## src/rtl/acc_pkg.sv

```systemverilog
// Shared types for the accumulator datapath.
// Assumes a 4-bit instruction code; codes not listed here are no-ops.
package acc_pkg;

    localparam int OP_W = 4;

    localparam logic [OP_W-1:0] OP_LD_A_IMM = 4'd1;
    localparam logic [OP_W-1:0] OP_MOV_R_A  = 4'd2;
    localparam logic [OP_W-1:0] OP_ST_R     = 4'd3;
    localparam logic [OP_W-1:0] OP_ST_A     = 4'd4;
    localparam logic [OP_W-1:0] OP_LD_R_IN  = 4'd5;
    localparam logic [OP_W-1:0] OP_LD_A_IN  = 4'd6;
    localparam logic [OP_W-1:0] OP_ADD      = 4'd7;
    localparam logic [OP_W-1:0] OP_OR       = 4'd8;
    localparam logic [OP_W-1:0] OP_AND      = 4'd9;
    localparam logic [OP_W-1:0] OP_CPL      = 4'd10;

    typedef enum logic [2:0] {
        ASRC_IN  = 3'd0,
        ASRC_ADD = 3'd1,
        ASRC_OR  = 3'd2,
        ASRC_AND = 3'd3,
        ASRC_CPL = 3'd4
    } a_src_e;

    typedef struct packed {
        logic   a_we;
        a_src_e a_src;
        logic   r_we;
        logic   r_from_in;
        logic   o_we;
        logic   o_from_r;
    } ctrl_t;

endpackage

```

## src/rtl/acc_decode.sv

```systemverilog
// Instruction decoder: maps a code and strobe to register write enables
// and source selects. Assumes op_code is known whenever op_valid is high.
module acc_decode
    import acc_pkg::*;
(
    input  logic [OP_W-1:0] op_code,
    input  logic            op_valid,
    output ctrl_t           ctrl
);

    // Purpose: one control word per instruction; all enables low otherwise.
    always_comb begin
        ctrl = '{a_we: 1'b0, a_src: ASRC_IN, r_we: 1'b0,
                 r_from_in: 1'b0, o_we: 1'b0, o_from_r: 1'b0};
        if (op_valid) begin
            case (op_code)
                OP_LD_A_IMM, OP_LD_A_IN: begin
                    ctrl.a_we  = 1'b1;
                    ctrl.a_src = ASRC_IN;
                end
                OP_MOV_R_A: begin
                    ctrl.r_we      = 1'b1;
                    ctrl.r_from_in = 1'b0;
                end
                OP_ST_R: begin
                    ctrl.o_we     = 1'b1;
                    ctrl.o_from_r = 1'b1;
                end
                OP_ST_A: begin
                    ctrl.o_we     = 1'b1;
                    ctrl.o_from_r = 1'b0;
                end
                OP_LD_R_IN: begin
                    ctrl.r_we      = 1'b1;
                    ctrl.r_from_in = 1'b1;
                end
                OP_ADD: begin
                    ctrl.a_we  = 1'b1;
                    ctrl.a_src = ASRC_ADD;
                end
                OP_OR: begin
                    ctrl.a_we  = 1'b1;
                    ctrl.a_src = ASRC_OR;
                end
                OP_AND: begin
                    ctrl.a_we  = 1'b1;
                    ctrl.a_src = ASRC_AND;
                end
                OP_CPL: begin
                    ctrl.a_we  = 1'b1;
                    ctrl.a_src = ASRC_CPL;
                end
                default: ;
            endcase
        end
    end

endmodule

```

## src/rtl/acc_alu.sv

```systemverilog
// Accumulator source mux and ALU: computes the value to write into A.
// Assumes the addition wraps at DATA_W bits; no carry is produced.
module acc_alu
    import acc_pkg::*;
#(
    parameter int DATA_W = 8
) (
    input  a_src_e            a_src,
    input  logic [DATA_W-1:0] acc_val,
    input  logic [DATA_W-1:0] reg_val,
    input  logic [DATA_W-1:0] in_val,
    output logic [DATA_W-1:0] acc_next
);

    // Purpose: select input bus or one ALU result for A.
    always_comb begin
        case (a_src)
            ASRC_ADD: acc_next = acc_val + reg_val;
            ASRC_OR:  acc_next = acc_val | reg_val;
            ASRC_AND: acc_next = acc_val & reg_val;
            ASRC_CPL: acc_next = ~acc_val;
            default:  acc_next = in_val;
        endcase
    end

endmodule

```

## src/rtl/acc_out_port.sv

```systemverilog
// Output port register with a one-cycle valid pulse after each store.
// Assumes o_we is a single-cycle request; the value holds otherwise.
module acc_out_port #(
    parameter int DATA_W = 8
) (
    input  logic              clk,
    input  logic              rst_n,
    input  logic              o_we,
    input  logic [DATA_W-1:0] o_data,
    output logic [DATA_W-1:0] out_bus,
    output logic              out_valid
);

    // Purpose: capture stored data and flag it for exactly one cycle.
    always_ff @(posedge clk) begin
        if (!rst_n) begin
            out_bus   <= '0;
            out_valid <= 1'b0;
        end else begin
            out_valid <= o_we;
            if (o_we) out_bus <= o_data;
        end
    end

    // with no store the port keeps its value.
    a_r12_out_hold: assert property (@(posedge clk) disable iff (!rst_n)
        ($past(rst_n) && !out_valid) |-> $stable(out_bus));

endmodule

```

## src/rtl/acc_datapath.sv

```systemverilog
// Top of the accumulator datapath: decode, ALU, A and R registers, output port.
// Assumes one instruction per cycle, qualified by op_valid; reset is synchronous.
module acc_datapath
    import acc_pkg::*;
#(
    parameter int DATA_W = 8
) (
    input  logic              clk,
    input  logic              rst_n,
    input  logic [OP_W-1:0]   op_code,
    input  logic              op_valid,
    input  logic [DATA_W-1:0] in_bus,
    output logic [DATA_W-1:0] out_bus,
    output logic              out_valid,
    output logic [DATA_W-1:0] acc_q,
    output logic [DATA_W-1:0] reg_q
);

    ctrl_t             ctrl;
    logic [DATA_W-1:0] acc_next;
    logic [DATA_W-1:0] o_data;

    acc_decode u_decode (
        .op_code (op_code),
        .op_valid(op_valid),
        .ctrl    (ctrl)
    );

    acc_alu #(.DATA_W(DATA_W)) u_alu (
        .a_src   (ctrl.a_src),
        .acc_val (acc_q),
        .reg_val (reg_q),
        .in_val  (in_bus),
        .acc_next(acc_next)
    );

    // Purpose: pick the register driven onto the output port.
    always_comb o_data = ctrl.o_from_r ? reg_q : acc_q;

    acc_out_port #(.DATA_W(DATA_W)) u_out (
        .clk      (clk),
        .rst_n    (rst_n),
        .o_we     (ctrl.o_we),
        .o_data   (o_data),
        .out_bus  (out_bus),
        .out_valid(out_valid)
    );

    // Purpose: accumulator and general register state.
    always_ff @(posedge clk) begin
        if (!rst_n) begin
            acc_q <= '0;
            reg_q <= '0;
        end else begin
            if (ctrl.a_we) acc_q <= acc_next;
            if (ctrl.r_we) reg_q <= ctrl.r_from_in ? in_bus : acc_q;
        end
    end

    // reset clears all state.
    a_r1_reset_clear: assert property (@(posedge clk)
        !rst_n |=> (acc_q == '0 && reg_q == '0 && out_bus == '0 && !out_valid));

    // a store is followed by a valid pulse.
    a_r4_store_valid: assert property (@(posedge clk) disable iff (!rst_n)
        (op_valid && (op_code == OP_ST_R || op_code == OP_ST_A)) |=> out_valid);

    // addition wraps.
    a_r6_add_wrap: assert property (@(posedge clk) disable iff (!rst_n)
        (op_valid && op_code == OP_ADD) |=>
        acc_q == DATA_W'($past(acc_q) + $past(reg_q)));

    // complement.
    a_r8_cpl: assert property (@(posedge clk) disable iff (!rst_n)
        (op_valid && op_code == OP_CPL) |=> acc_q == ~$past(acc_q));

    // R holds except on its two writing codes.
    a_r9_r_hold: assert property (@(posedge clk) disable iff (!rst_n)
        !(op_valid && (op_code == OP_MOV_R_A || op_code == OP_LD_R_IN))
        |=> $stable(reg_q));

    // unused codes change nothing.
    a_r10_nop: assert property (@(posedge clk) disable iff (!rst_n)
        (op_valid && (op_code == 4'd0 || op_code > OP_CPL)) |=>
        ($stable(acc_q) && $stable(reg_q) && $stable(out_bus) && !out_valid));

    // no strobe, no effect.
    a_r11_idle: assert property (@(posedge clk) disable iff (!rst_n)
        !op_valid |=> ($stable(acc_q) && $stable(reg_q) && !out_valid));

endmodule

```

## config.mk

```make
export PLATFORM = sky130hd
export DESIGN_NAME = acc_datapath
export DESIGN_NICKNAME = d
export VERILOG_FILES = /design/src/rtl/acc_pkg.sv /design/src/rtl/acc_decode.sv /design/src/rtl/acc_alu.sv /design/src/rtl/acc_out_port.sv /design/src/rtl/acc_datapath.sv
export SDC_FILE = /design/constraint.sdc
export NUM_CORES = 1
export LEC_CHECK = 0
export CAP_MARGIN = 20
export CELL_PAD_IN_SITES_DETAIL_PLACEMENT = 2
export CELL_PAD_IN_SITES_GLOBAL_PLACEMENT = 2
export CORE_MARGIN = 2
export CORE_UTILIZATION = 28
export CTS_BUF_LIST = sky130_fd_sc_hd__clkbuf_8
export CTS_CLUSTER_DIAMETER = 200
export DETAILED_ROUTE_END_ITERATION = 6
export PLACE_DENSITY = 0.89
export SYNTH_ARGS = -nofsm -noshare
export SYNTH_HDL_FRONTEND = slang
export SYNTH_SLANG_ARGS = --single-unit
```

## constraint.sdc

```tcl
create_clock -name clk -period 1.89 [get_ports clk]
set_input_delay 0.378 -clock clk [delete_from_list [all_inputs] [get_ports clk]]
set_output_delay 0.378 -clock clk [all_outputs]
set_load 0.02 [all_outputs]
```

==> reports/results.ini, run 1 <==
[timing]
setup_viol=2
fin_worst_skew_ns=0.00815
hold_viol=0
timing.final.ws_setup_ns=-0.0953
min_period_ns=1.99
fmax_ghz=0.504
period_share_pct=105
max-slew-margin-rel_pct=71.2
grt_setup_unrepaired=yes
worstMarginPinSlew_ns=0.427
drv_slew=0
fin_hold_ws_ns=0.557

[outcome]
run_status=complete, but fails checks
failed_checks=negative setup slack

[critical_path]
critical_path.slowest_cell=o311ai_0
cp_cell_sequence=dlygate4sd2_1 > buf_4 > nand2b_1 > o311ai_0 > o2111ai_1 > a21oi_2 > o32ai_2
cp_top_family=compound AO/OA/AOI/OAI gates
critPathCaptureType=flop
cp_max_fo=9
worst_ep_required_time_ns=2.05
path_buf_inv=2
cp_slowest_stage_delay_ns=0.45
path_class=input pin to flop
startpoint_type=input pin
crit_arrival_ns=2.14

[global_route]
antenna_found_initial=0
grt_max_degree=18
grt_pass1_vias=2873
grt_pass1_wl_um=16900
track_usage_pct=26.5
grt-ovfl-total=0

[route]
wl_per_cell_um=25.2
dr_total_vias=2537
finalWirelength_um=11300
vias_per_cell=5.65
drcViolationCount=0
drt_pass1_iterations=4
ant_nets=0
drtIter0Drc=122

[yosys]
synth_top_area_cell=dfxtp_1
avgSynthCellArea_um2=8.11
synth_top_area_share_pct=23.8
synth_area_um2=2100
yosysSeqAreaShare_pct=23.8
syn_inst=259
synth_ff_type=dfxtp_1
yosys.area_share.adder_pct=10.5
synth_area_leaders=dfxtp_1, ha_1, nor2_1, a21oi_1, a211oi_1
synthMuxAreaShare_pct=0.953
synth_edf_count=0
synth_warnings=0
syn_nets=291
ys_seq_elements=25
synth_xor_area_share_pct=0.417
yosys.area_share.simple_pct=25.8
synth-compound-area-share_pct=28.9
synth-async-reset-ratio_pct=0
synth_top_family_by_area=compound AO/OA/AOI/OAI gates
synth.distinct_cells=61

[placement]
dpl_cell_area_um2=2960
dp_hpwl_um=7750
gp_congestion=0.947
numPortBuffers=39

[clocking]
cts_sinks=25
cts-root-buf=clkbuf_8
cts_max_level=1
insertion_delay_ns=0.28
cts_buffers=3
ctsHoldBuffers=0
cts.path.max_buffers=2
cts_tree=done
clk_pin_slew_ns=0.10

[die]
initial_core_util_pct=29.0
die_x_um=90.6
chipHeight_um=90.6
io_pins=40
die_area_um2=8210
core-area_um2=7250
row_count=31

[finish]
num_antenna_cells=0
drive_gt1_share_pct=41.4
seqCellArea_um2=522
area.growth.synth_to_final_pct=59.6
nets=383
multi_input_area_um2=1650
stdcell_area_um2=3350
n_fill_cell=799

[pwr]
p_per_area_nw_per_um2=422
swShare_pct=34.5
seqPwrFrac_pct=39.9
p_clk_share_pct=23.8
internal_power_uw=927
leakage_nw=1.31
switchingPower_uw=489
combPwrFrac_pct=36.3
vdd_drop_max_mv=0.271

[run]
cap_violations=0

[worst_hold_path]
hold_class=flop to flop

-- timing repair --
item / CTS / global route
gates cloned: 0 / 0
pin swaps: 6 / 11
buffers inserted: 2 / 5
gates resized for setup: 36 / 37
endpoints found under the setup margin: 15 / 12
-- cells in the mapped netlist, drive strengths merged (2+ instances only) --
cell type,instances
o2111ai,2
nor2b,4
o221a,2
o32ai,2
o22ai,4
o21a,2
o221ai,2
inv,20
nand2b,8
nand3b,3
a211oi,12
dfxtp,25
clkbuf,3
or3,3
nor3,3
a311oi,10
o21ai,9
o311ai,2
nand3,11
a21oi,20
ha,16
a21o,2
o211ai,3
buf,13
a31oi,2
or2,4
nand2,12
mux2i,2
nor2,41
-- worst min-delay path, stage by stage (launching register included) --
cell and delay, ns:
dfxtp_1 0.32, a21oi_1 0.12, a211oi_1 0.07
-- power by group through the flow --
stage / Sequential, mW / Clock (mW) / Combinational [mW]
6_report: 0.565 / 0.336 / 0.515
5_1_grt: 0.568 / 0.367 / 0.540
4_1_cts: 0.566 / 0.343 / 0.464
3_5_place_dp: 0.576 / 0 / 0.432
3_3_place_gp: 0.574 / 0 / 0.404
2_1_floorplan: 0.602 / 0 / 0.179
-- state kept, by name, indices dropped and copies added (netlist names) --
| signal | flops |
|---|---|
| acc_q | 8 |
| reg_q | 8 |
| u_out.out_bus | 8 |
| u_out.out_valid | 1 |
-- stage by stage --
stage	TNS (ns)	power (mW)	util, %	setup slack, ns	cells
floorplan	-0.0674	0.782	-	-0.0674	259
global placement	-4.62	0.978	40.8	-0.233	438
detailed placement	-6.66	1.01	40.8	-0.365	438
CTS	0	1.37	43.7	0.00566	444
global route	-0.360	1.47	46.2	-0.0886	449
finish	-0.110	1.42	46.2	-0.0953	449
-- layout by cell type, fill, tap and decap left out, drive strengths merged, types with 4 or more instances in the layout --
| cell type | n |
|---|---|
| a211oi | 12 |
| a21oi | 20 |
| a311oi | 10 |
| buf | 64 |
| clkdlybuf4s50 | 36 |
| dfxtp | 25 |
| ha | 16 |
| inv | 20 |
| nand2 | 12 |
| nand2b | 8 |
| nand3 | 11 |
| nor2 | 41 |
| nor2b | 4 |
| o21ai | 9 |
| o22ai | 4 |
| or2 | 4 |
-- layer usage --
metal / vias up / wire, µm / GRT usage [%] / part of all wire (%)
li1: 1125 / - / - / -
met1: 1267 / 4260 / 30.4 / 38
met2: 106 / 6030 / 48.4 / 53
met3: 39 / 504 / 3.01 / 4.5
met4: 0 / 527 / 13.1 / 4.7
met5: - / 0 / 0 / 0
-- layout make-up --
class	count	share of cell area, %
clock buffers	3	1.23
clock inverters	1	0.149
inverters	20	2.31
multi-input cells	198	49.3
flip-flops and latches	25	15.6
well taps	99	3.69
repair buffers	103	27.8
-- logic make-up after synthesis --
| kind of cell | Yosys count |
|---|---|
| AOI/OAI and AO/OA | 82 |
| xor gates and xnor gates | 1 |
| buffers and inverters | 36 |
| and+or+nand+nor | 96 |
| adders and majority gates | 17 |
| muxes | 2 |
| DFF | 25 |
-- worst paths after layout --
path,from,to,slack (ns),cells past startpoint
worst max register to register,acc_q[3],acc_q[7],-0.01,7
worst min-delay path,u_out.out_bus[2],u_out.out_bus[2],0.56,2
worst max-delay path,op_code[2],acc_q[4],-0.1,7
worst min register to register,u_out.out_bus[2],u_out.out_bus[2],0.56,2
Note: power is estimated with default switching activity, not from simulation.
==> inputs of run 2 (changes only) <==
GPL_ROUTABILITY_DRIVEN = 0   (was not set)
==> run 2 against run 1 <==
The run still ends with negative setup slack left. Sequential power about the same. Clock power increased by 4%. Hold slack improved by 0.0032 ns. Critical path depth decreased by 1. Maximum frequency decreased by 8.6%. Critical path type unchanged. Largest cell class unchanged. Highest routed layer unchanged.
==> reports/results.ini, run 2 (synthesized netlist as in run 1, its figures left out) <==
[route]
drt_pass1_iterations=4
wl_per_cell_um=24.1
dr_total_vias=2531
finalWirelength_um=10800
vias_per_cell=5.66
drtIter0Drc=109
drcViolationCount=0
ant_nets=0

[clocking]
cts-root-buf=clkbuf_8
cts_sinks=25
insertion_delay_ns=0.28
cts_tree=done
cts.path.max_buffers=2
cts_buffers=3
cts_max_level=1
clk_pin_slew_ns=0.10
ctsHoldBuffers=0

[die]
core-area_um2=7250
initial_core_util_pct=29.0
die_area_um2=8210
chipHeight_um=90.6
io_pins=40
row_count=31
die_x_um=90.6

[critical_path]
critical_path.slowest_cell=a311oi_1
crit_arrival_ns=2.30
r2r-end=acc_q[7]
cp_max_fo=15
path_class=input pin to flop
r2r-start=acc_q[6]
worst_ep_required_time_ns=2.01
critPathCaptureType=flop
rr_worst_depth=7
startpoint_type=input pin
r2r_setup_slack_ns=0
cp_cell_sequence=clkdlybuf4s50_1 > buf_12 > nor2b_2 > buf_4 > nand3_1 > a311oi_1
cp_slowest_stage_delay_ns=0.60

[placement]
numPortBuffers=39
dp_hpwl_um=7350
placed_cells=438
dpl_cell_area_um2=2960

[pwr]
swShare_pct=34.7
combPwrFrac_pct=34.2
internal_power_uw=911
vdd_drop_max_mv=0.304
seqPwrFrac_pct=40.6
switchingPower_uw=484
leakage_nw=1.30
p_per_area_nw_per_um2=433
p_clk_share_pct=25.1

[timing]
fin_worst_skew_ns=0.00310
grt_setup_unrepaired=yes
fmax_ghz=0.461
setup_viol=2
hold_viol=0
max-slew-margin-rel_pct=59.9
drv_slew=0
min_period_ns=2.17
period_share_pct=115
fin_hold_ws_ns=0.560
timing.final.ws_setup_ns=-0.282
worstMarginPinSlew_ns=0.597

[finish]
reg_top3=acc_q x8, reg_q x8, u_out.out_bus x8
n_fill_cell=809
layout_common_cells=buf_4, nor2_1, clkdlybuf4s50_1, inv_1, a21oi_1
multi_input_area_um2=1540
num_antenna_cells=0
nets=381
utilization_pct=44.4
area.growth.synth_to_final_pct=53.1
instances_no_fill=447
final_common_cell=buf_4
stdcell_area_um2=3220
seqCellArea_um2=518
drive_gt1_share_pct=33.9

[worst_hold_path]
hold_depth=2
worstHoldStart=u_out.out_bus[2]
holdPathEnd=u_out.out_bus[2]
hold_class=flop to flop

[run]
cap_violations=0

[global_route]
grt-ovfl-total=0
grt_pass1_vias=2662
grt_pass1_wl_um=15000
track_usage_pct=23.2
grt_max_degree=18
antenna_found_initial=0

[outcome]
failed_checks=negative setup slack
run_status=complete, but fails checks

## run 2: worst max-delay path: cells and delay by family
family	cells	cell delay, ns
buffers and inverters	3	0.92
AO/OA/AOI/OAI	1	0.60
AND/OR/NAND/NOR	2	0.40
## run 2: layout make-up
cell class | count | share of cell area, %
Clock buffer | 3 | 1.28
Clock inverter | 1 | 0.117
Inverter | 20 | 2.41
Multi-Input combinational cell | 198 | 48.0
Sequential cell | 25 | 16.1
Tap cell | 99 | 3.85
Timing Repair Buffer | 101 | 28.2
## run 2: timing repair
item,4_1_cts,5_1_grt
buffers inserted,2,3
gates resized for setup,22,21
endpoints found under the hold margin,0,0
endpoints found under the setup margin,10,18
pin swaps,5,8
## run 2: metal layers
metal,up-vias,wire [µm],global-route usage (%),part of all wire (%)
met3,24,432,2.34,4.0
met1,1295,4190,28.1,39
li1,1120,-,-,-
met4,0,331,7.44,3.1
met5,-,0,0,0
met2,92,5810,42.6,54
## run 2: power groups by stage
stage	Sequential (mW)	Clock [mW]	Combinational [mW]
3_3_place_gp	0.574	0	0.405
3_5_place_dp	0.576	0	0.428
2_1_floorplan	0.602	0	0.179
5_1_grt	0.568	0.374	0.503
4_1_cts	0.565	0.338	0.447
6_report	0.567	0.350	0.477
## run 2: per-stage QoR
step / setup TNS [ns] / power [mW] / worst slack [ns]
floorplan: -0.0674 / 0.782 / -0.0674
global placement: -4.60 / 0.979 / -0.242
detailed placement: -6.55 / 1.00 / -0.385
CTS: -0.0299 / 1.35 / -0.0299
global route: -0.461 / 1.45 / -0.202
finish: -0.282 / 1.39 / -0.282
## run 2: worst max path at each step
| stage | start | endpoint | slack, ns | cells after the start |
|---|---|---|---|---|
| 2_1_floorplan | reg_q[1] | acc_q[7] | -0.07 | 7 |
| 3_3_place_gp | op_code[1] | acc_q[2] | -0.24 | 8 |
| 3_5_place_dp | op_code[2] | acc_q[4] | -0.38 | 7 |
| 4_1_cts | reg_q[0] | acc_q[6] | -0.03 | 8 |
| 5_1_grt | op_code[1] | reg_q[5] | -0.20 | 6 |
| 6_report | op_code[1] | reg_q[5] | -0.28 | 6 |
==> inputs of run 3 (changes only) <==
SKIP_CTS_REPAIR_TIMING = 1   (was not set)
==> run 3 against run 2 <==
The run still ends with negative setup slack left. Core utilization grew 0.31 points. Critical path depth increased by 1. Count of clock-buffer cells in the layout unchanged. Clock power is 1% higher. Clock skew rose by 0.0019 ns. Cell area up 0.70%. First-iteration DRC count is 8.3% higher. Via count is 0.24% higher. Largest power group unchanged.
==> reports/results.ini, run 3 (synthesized netlist as in run 1, its figures left out) <==
[outcome]
run_status=complete, but fails checks
failed_checks=negative setup slack

[die]
core-area_um2=7250
initial_core_util_pct=29.0
chipHeight_um=90.6
die_x_um=90.6
io_pins=40
row_count=31
die_area_um2=8210

[placement]
dp_slack_ns=-0.385
numPortBuffers=39
dpl_cell_area_um2=2960
dp_hpwl_um=7350
placed_cells=438

[global_route]
antenna_found_initial=0
grt_pass1_wl_um=14500
grt_max_degree=18
grt-ovfl-total=0
grt_pass1_vias=2620
track_usage_pct=22.3

[clocking]
cts.path.max_buffers=2
cts_max_level=1
cts-root-buf=clkbuf_8
cts_buffers=3
cts_tree=done
clk_pin_slew_ns=0.10
insertion_delay_ns=0.28
cts_sinks=25

[finish]
reg_top3=acc_q x8, reg_q x8, u_out.out_bus x8
num_antenna_cells=0
final_common_cell=buf_4
layout_common_cells=buf_4, nor2_1, clkdlybuf4s50_1, a21oi_1
nets=380
instances_no_fill=446
drive_gt1_share_pct=36.6
utilization_pct=44.7
stdcell_area_um2=3240
area.growth.synth_to_final_pct=54.2

[critical_path]
path_class=flop to flop
worst_ep_required_time_ns=2.05
startpoint_type=flop
cp_slowest_stage_delay_ns=0.39
cp_cell_sequence=inv_1 > ha_1 > o21ai_0 > a21oi_2 > o22ai_2 > mux2i_1 > a211oi_2
critical_path.slowest_cell=dfxtp_1
cp_max_fo=4
crit_arrival_ns=2.15
critPathCaptureType=flop

[route]
drt_pass1_iterations=4
drcViolationCount=0
wl_per_cell_um=24.3
vias_per_cell=5.69
ant_nets=0
dr_total_vias=2537
drtIter0Drc=118
finalWirelength_um=10900

[pwr]
internal_power_uw=914
switchingPower_uw=490
p_per_area_nw_per_um2=433
leakage_nw=1.29
p_clk_share_pct=25.3
vdd_drop_max_mv=0.250
finalPower_mw=1.40
swShare_pct=34.9
combPwrFrac_pct=34.2
seqPwrFrac_pct=40.5

[timing]
setup_viol=4
period_share_pct=105
fin_worst_skew_ns=0.00501
hold_viol=0
max-slew-margin-rel_pct=68.9
drv_slew=0
grt_setup_unrepaired=yes
worstMarginPinSlew_ns=0.467
fmax_ghz=0.503
timing.final.ws_setup_ns=-0.0961
min_period_ns=1.99

[run]
cap_violations=0

[worst_hold_path]
hold_class=flop to flop

[run 3: cell types whose count changed in the layout (fill, tap and decap cells not counted), moves of 2 or more]
cell      change
a311oi_2      +2
ha_1          -3
inv_1         -4
buf_4         -2
a21oi_2       +2
a311oi_1      -2
ha_4          +2
o21ai_1       -3
inv_2         +4
o21ai_0       +2
[run 3: power groups by stage]
stage | combinational, mW | clock [mW] | sequential (mW)
final | 0.480 | 0.355 | 0.568
after floorplan | 0.179 | 0 | 0.602
after global routing | 0.507 | 0.372 | 0.569
after global placement | 0.405 | 0 | 0.574
after detailed placement | 0.428 | 0 | 0.576
after CTS | 0.431 | 0.338 | 0.564
[run 3: cell type report]
class | count | area [µm²]
multi-input combinational | 198 | 1570
clock inverter | 1 | 3.75
sequential | 25 | 518
fill | 809 | 4010
inverter | 20 | 77.6
clock buffer | 3 | 41.3
timing repair buffer | 100 | 905
tap | 99 | 124
[run 3: metal layers]
layer	GRT usage, %	vias up	routed length (µm)
met3	2.42	32	341
met2	40.4	92	5660
li1	-	1117	-
met1	27.5	1296	4360
met5	0	-	0
met4	7.18	0	491
[run 3: final timing paths]
check / to / cells past startpoint / startpoint / slack, ns
max: acc_q[6] / 7 / acc_q[3] / -0.1
min: u_out.out_bus[2] / 2 / u_out.out_bus[2] / 0.56
min reg2reg: u_out.out_bus[2] / 2 / u_out.out_bus[2] / 0.56
max reg2reg: acc_q[6] / 7 / acc_q[3] / -0.1
[run 3: worst max-delay path, delay by kind of cell (launching register included)]
kind / cells / cell delay, ns
AOI/OAI and AO/OA: 4 / 0.68
adders and majority gates: 1 / 0.38
buffers and inverters: 1 / 0.10
DFF: 1 / 0.39
muxes: 1 / 0.31
[run 3: per-stage QoR]
| step | hold slack [ns] | setup TNS [ns] |
|---|---|---|
| 6_report | 0.563 | -0.154 |
| 5_1_grt | 0.576 | -0.416 |
| 4_1_cts | 0.564 | -0.931 |
| 3_5_place_dp | 0.546 | -6.55 |
| 3_3_place_gp | 0.528 | -4.60 |
| 2_1_floorplan | 0.525 | -0.0674 |
